<file path="src/rtl/dbg_serial_port.sv">
module dbg_serial_port #(
  parameter int DATA_W = 16
) (
  input  logic              clk,
  input  logic              rst,
  input  logic              sclk_in,
  input  logic              sdat_in,
  output logic              sdat_out,
  output logic              rx_valid,
  output logic              rx_ctrl,
  output logic [DATA_W-1:0] rx_word,
  input  logic              tx_load,
  input  logic [DATA_W-1:0] tx_word
);
  localparam int FRAME_W = DATA_W + 1;
  localparam int CNT_W   = $clog2(FRAME_W + 1);

  logic              sclk_m, sclk_a, sclk_b, sclk_v;
  logic              dat_m, dat_a;
  logic [CNT_W-1:0]  cnt;
  logic [DATA_W-1:0] rx_sh, tx_sh, tx_buf;
  logic              tx_pend;
  logic              rise, first, last;

  assign rise  = (sclk_a == sclk_b) && sclk_a && !sclk_v;
  assign first = (cnt == '0);
  assign last  = (cnt == CNT_W'(FRAME_W - 1));

  always_ff @(posedge clk) begin
    sclk_m <= sclk_in;
    sclk_a <= sclk_m;
    sclk_b <= sclk_a;
    dat_m  <= sdat_in;
    dat_a  <= dat_m;
    if (rst)
      sclk_v <= 1'b0;
    else if (sclk_a == sclk_b)
      sclk_v <= sclk_a;
  end

  always_ff @(posedge clk) begin
    if (rst) begin
      cnt      <= '0;
      rx_sh    <= '0;
      rx_valid <= 1'b0;
      rx_ctrl  <= 1'b0;
      rx_word  <= '0;
    end else begin
      rx_valid <= 1'b0;
      if (rise) begin
        rx_sh <= {rx_sh[DATA_W-2:0], dat_a};
        if (last) begin
          cnt      <= '0;
          rx_valid <= 1'b1;
          rx_ctrl  <= rx_sh[DATA_W-1];
          rx_word  <= {rx_sh[DATA_W-2:0], dat_a};
        end else begin
          cnt <= cnt + 1'b1;
        end
      end
    end
  end

  always_ff @(posedge clk) begin
    if (rst) begin
      sdat_out <= 1'b0;
      tx_sh    <= '0;
      tx_buf   <= '0;
      tx_pend  <= 1'b0;
    end else begin
      if (tx_load) begin
        tx_buf  <= tx_word;
        tx_pend <= 1'b1;
      end else if (rise && first) begin
        tx_pend <= 1'b0;
      end
      if (rise) begin
        if (first) begin
          sdat_out <= !tx_pend;
          tx_sh    <= tx_pend ? tx_buf : '0;
        end else begin
          sdat_out <= tx_sh[DATA_W-1];
          tx_sh    <= {tx_sh[DATA_W-2:0], 1'b0};
        end
      end
    end
  end


  strobe_single_chk: assert property (@(posedge clk) disable iff (rst)
    rx_valid |=> !rx_valid);


  strobe_after_edge_chk: assert property (@(posedge clk) disable iff (rst)
    rx_valid |-> $past(rise));


  out_hold_chk: assert property (@(posedge clk) disable iff (rst)
    (!$past(rise) && !$past(rst)) |-> $stable(sdat_out));


  cnt_range_chk: assert property (@(posedge clk) disable iff (rst)
    cnt <= CNT_W'(FRAME_W - 1));


  reset_clear_chk: assert property (@(posedge clk)
    rst |=> (!sdat_out && !rx_valid && cnt == '0));


  edge_needs_two_chk: assert property (@(posedge clk) disable iff (rst)
    rise |-> (sclk_a && sclk_b));
endmodule

</file>
<file path="config.mk">
export PLATFORM = sky130hd
export DESIGN_NAME = dbg_serial_port
export DESIGN_NICKNAME = d
export VERILOG_FILES = /design/src/rtl/dbg_serial_port.sv
export SDC_FILE = /design/constraint.sdc
export NUM_CORES = 1
export LEC_CHECK = 0
export ABC_AREA = 1
export BUFFER_PORTS_ARGS = -buffer_cell sky130_fd_sc_hd__buf_2
export CAP_MARGIN = 20
export CORE_UTILIZATION = 25
export CTS_BUF_LIST = sky130_fd_sc_hd__clkbuf_4
export DETAILED_ROUTE_END_ITERATION = 16
export HOLD_SLACK_MARGIN = 0.1
export SETUP_SLACK_MARGIN = 0.5
export SYNTH_ARGS = -nofsm -noshare
export SYNTH_HDL_FRONTEND = slang
export SYNTH_SLANG_ARGS = --single-unit
</file>
<file path="constraint.sdc">
create_clock -name clk -period 3.45 [get_ports clk]
set_input_delay 0 -clock clk [delete_from_list [all_inputs] [get_ports clk]]
set_output_delay 0 -clock clk [all_outputs]
set_load 0.1 [all_outputs]
</file>
# Word level (Yosys, flattened, before mapping)
# Index checks and enable logic that the tools add are counted.
dict set report totals {
  wordCells 35
  in_bits 21
  regBits 79
}
dict set report op_classes {
  n_eq_ne 2
  reduce_logical 9
  n_mux 7
  bitwise 1
  add_sub_neg 1
}
# cell n
set ops {}
lappend ops {{$mux W16} 2}
lappend ops {{$add A5 B1 Y5 const B} 1}
lappend ops {{$eq A5 B5 Y1 const B} 1}
lappend ops {{$logic_not A5 Y1} 1}
lappend ops {{$mux W5} 1}
lappend ops {{$mux W1} 4}
lappend ops {{$logic_and A1 B1 Y1} 3}
lappend ops {{$logic_not A1 Y1} 2}
lappend ops {{$reduce_and A2 Y1} 1}
lappend ops {{$reduce_bool A2 Y1} 1}
lappend ops {{$reduce_or A2 Y1} 1}
lappend ops {{$eq A1 B1 Y1} 1}
lappend ops {{$not A1 Y1} 1}

# Depth between registers and ports, before layout
dict set report depth {
  word_depth 6
  ltp_mapped 9
  ltp_nobuf 8
}

# Least setup slack after synthesis
# Ideal clock, no wire load.
dict set report synth_timing {
  path_type {register to register}
  from {register cnt[0]}
  to {register rx_word[10]}
  path_buffers 2
  setup_ns 0.067
  required_ns 3.383
  path_slack_ns 2.085
  path_stages_with_launch 10
  t_arrival_ns 1.298
  synth_period_minus_slack_ns 1.365
  cell_sequence {dfxtp_1 -> inv_1 -> ha_1 -> buf_2 -> nand2_4 -> nor2_8 -> nor2_8 -> buf_6 -> nand2_1 -> o21ai_2}
}
dict set report synth_between {
  elab_chain_len 2
}
# element line_no
set synth_lines {}
lappend synth_lines {{from (decl)} 20} ;# logic [CNT_W-1:0] cnt;
lappend synth_lines {{from (signal assigned)} 58} ;# cnt <= cnt + 1'b1;
lappend synth_lines {{$eq A5 B5 Y1} 27} ;# assign last = (cnt == CNT_W'(FRAME_W - 1));
lappend synth_lines {{$reduce_and A2 Y1 (no line)} -}
lappend synth_lines {{to (signal assigned)} 56} ;# rx_word <= {rx_sh[DATA_W-2:0], dat_a};
lappend synth_lines {{to (decl)} 11} ;# output logic [DATA_W-1:0] rx_word,
# No other way between the ends.
# A chain may end at the register's enable or synchronous reset.

==> qor.json <==
{
  "max_cap_violations": 0,
  "sum_of_negative_setup_slack_ns": 0,
  "min_path_type": "input pin to flip-flop",
  "post_synth_num_cell_types": 24,
  "holdBufCountCts": 35,
  "setup.worst_path.end_class": "flip-flop",
  "die_area_um2": 13400,
  "yosys_warnings": 0,
  "initial_utilization": 0.256,
  "power.density_nw_per_um2": 445,
  "fin_crit_sh": 0.629,
  "flow.area_growth_from_synthesis_pct": 25.0,
  "dp_slack_ns": 1.47,
  "fill_cells": 1356,
  "io_pins": 40,
  "route.detailed.drc": 0,
  "power.share.combinational": 0.117,
  "cts.root.buffer_cell": "sky130_fd_sc_hd__clkbuf_4",
  "drt_pre_antenna_iters": 6,
  "final_antenna_net_count": 0,
  "cts-buffers-inserted": 9,
  "power_report.internal_total_w": 0.00128,
  "worst_setup_path_startpoint": "rst",
  "irDropWorstVdd_mv": 0.303,
  "grt_antenna_before_repair": 0,
  "avgRoutedWirePerCell_um": 10.3,
  "grt_start_max_net_pins": 38,
  "worstRegToRegCells": 7,
  "cts.htree.levels": 3,
  "synth_sequential_area_ratio": 0.489,
  "run_status": "completed",
  "slew_headroom": 0.323,
  "most_common_cell_after_layout_fill_and_taps_aside": "sky130_fd_sc_hd__nand2_1",
  "cp_data_arrival_time_ns": 2.54,
  "rsz0062_at_grt": "no",
  "drive_gt1_frac": 0.155,
  "total_leakage_power_nw": 1.90,
  "grt.total_usage": 0.113,
  "final.setup_skew_ns": 0.0180,
  "finalHoldViolations": 0,
  "r2r_start": "sclk_a$_DFF_P_",
  "postSynthRegisterBits": 79,
  "cts_tree": "built",
  "grt_pass1_wl_um": 11900,
  "multi_input_area_um2": 1340,
  "finalSetupViolCount": 0,
  "regToRegEndpoint": "tx_pend$_SDFFE_PP0P_",
  "cts.clk_slew.worst_paths_ns": 0.13,
  "register_area_um2": 1580,
  "postSynthAreaPerCell_um2": 7.53,
  "gpl.final_weighted_congestion": 0.742,
  "io_buffer_count": 39,
  "floorplan.core_area_um2": 12600,
  "worst_pin_slew_ns": 1.01,
  "fp.dieH_um": 116,
  "insertedDiodeCount": 0,
  "clkLatencyLatePin_ns": 0.45,
  "synth_cells": 430,
  "p_sw_w": 0.000514,
  "placementRows": 41,
  "switching_share": 0.286,
  "detailroute.via_count": 2826,
  "holdPathEnd": "tx_pend$_SDFFE_PP0P_",
  "worst_case_register_to_register_setup_slack_ns": 1.45,
  "drt_wl_total_um": 6880,
  "fmax_mhz": 461,
  "layout_min_cycle_time_ns": 2.17,
  "criticalPathCategory": "input pin to flip-flop",
  "min_from": "tx_load",
  "worst_hold_path.num_cells": 3,
  "clk_path_buf_depth": 2,
  "postSynthNetCount": 454,
  "timing.critical_path.from_type": "input pin",
  "crit_path_max_fanout": 37,
  "utilization": 0.321,
  "worst_endpoint_required_time_ns": 3.82,
  "ctsResizeCount": 0,
  "power.share.sequential": 0.549,
  "grt_remaining_overflow": 0,
  "synth_area_um2": 3240,
  "most_frequent_cells_in_the_layout": "sky130_fd_sc_hd__nand2_1, sky130_fd_sc_hd__dfxtp_1, sky130_fd_sc_hd__nor2_1",
  "die_w_um": 116,
  "finalMaxSlewViolations": 0,
  "detail_route.vias_per_cell": 4.22,
  "post-cts-setup-buffer-count": 0,
  "numClockSinks": 79,
  "final_nets": 517,
  "detailedPlacementHpwl_um": 4410,
  "power.share.clock": 0.334,
  "post-route-worst-setup-slack_ns": 1.28,
  "first_global_vias": 2688,
  "iteration_0_drc_count_of_the_detailed_router": 162
}
## per-stage QoR
stage / hold slack, ns / instance area (µm²) / total power, W / cells
after CTS: 0.164 / 4050 / 0.00182 / 670
after global placement: 0.103 / 3540 / 0.00118 / 619
after detailed placement: 0.113 / 3540 / 0.00118 / 619
final: 0.195 / 4050 / 0.00180 / 670
after global routing: 0.154 / 4050 / 0.00191 / 670
after floorplan: 0.0277 / 3240 / 0.00114 / 430
## power groups by stage
stage                     clock network [W]  logic [W]  registers [W]
after global placement                    0   0.000173        0.00101
after floorplan                           0   0.000139        0.00100
final                              0.000601   0.000211       0.000987
after global routing               0.000671   0.000241       0.000994
after CTS                          0.000626   0.000212       0.000987
after detailed placement                  0   0.000177        0.00101
## worst max-delay path, cell delays in order
cell and delay, ns:
sky130_fd_sc_hd__dlygate4sd3_1 0.54, sky130_fd_sc_hd__buf_2 0.27, sky130_fd_sc_hd__inv_1 0.80, sky130_fd_sc_hd__o21ai_0 0.20
sky130_fd_sc_hd__nor2_1 0.15, sky130_fd_sc_hd__dlygate4sd3_1 0.58
## sequential cells by signal, indices dropped and copies added (netlist names)
register / count
cnt: 5
dat_a: 1
dat_m: 1
rx_ctrl: 1
rx_sh: 16
rx_valid: 1
rx_word: 16
sclk_a: 1
sclk_b: 1
sclk_m: 1
sclk_v: 1
sdat_out: 1
tx_buf: 16
tx_pend: 1
tx_sh: 16
## cells in the mapped netlist, drive strengths merged
cell type,number,share of area
nand2,85,0.10
nor2,83,0.11
dfxtp,79,0.49
inv,51,0.059
o21ai,47,0.084
nand3,21,0.038
a21oi,17,0.026
nand4,17,0.033
buf,14,0.026
clkbuf,9,0.010
ha,3,0.012
clkinv,2,0.0023
nor3,1,0.0015
xnor2,1,0.0027
## worst max-delay path by stage
stage	slack, ns	end	cells past startpoint
finish	1.28	tx_buf[12]$_SDFFE_PP0P_	6
global route	1.02	tx_buf[12]$_SDFFE_PP0P_	6
CTS	1.33	tx_buf[2]$_SDFFE_PP0P_	6
detailed placement	1.47	tx_pend$_SDFFE_PP0P_	7
global placement	1.50	rx_ctrl$_SDFFE_PP0P_	8
floorplan	2.09	rx_word[10]$_SDFFE_PP0P_	9
## cells by family (layout without fill, tap and decap cells)
family,count (synthesis),count (layout),synth area share
simple gates,207,207,0.288
flops,79,79,0.489
buf+inv,76,144,0.0982
compound gates,64,64,0.111
fa+ha+maj,3,3,0.0116
xor+xnor,1,1,0.00271
## routing by layer
| metal | routed length, µm | up-vias | track usage |
|---|---|---|---|
| met5 | 0 | - | 0 |
| met4 | 131 | 0 | 0.0453 |
| met3 | 309 | 14 | 0.0371 |
| met2 | 3060 | 53 | 0.191 |
| met1 | 3370 | 1278 | 0.132 |
| li1 | - | 1481 | - |
## final cells by class
| class | count | share of cell area |
|---|---|---|
| clock buffer | 9 | 0.0167 |
| clock inverter | 7 | 0.0223 |
| inverter | 53 | 0.0492 |
| multi-input combinational | 275 | 0.331 |
| sequential | 79 | 0.391 |
| tap | 172 | 0.0532 |
| timing repair buffer | 75 | 0.137 |
Power figures use the tool's default switching activity.
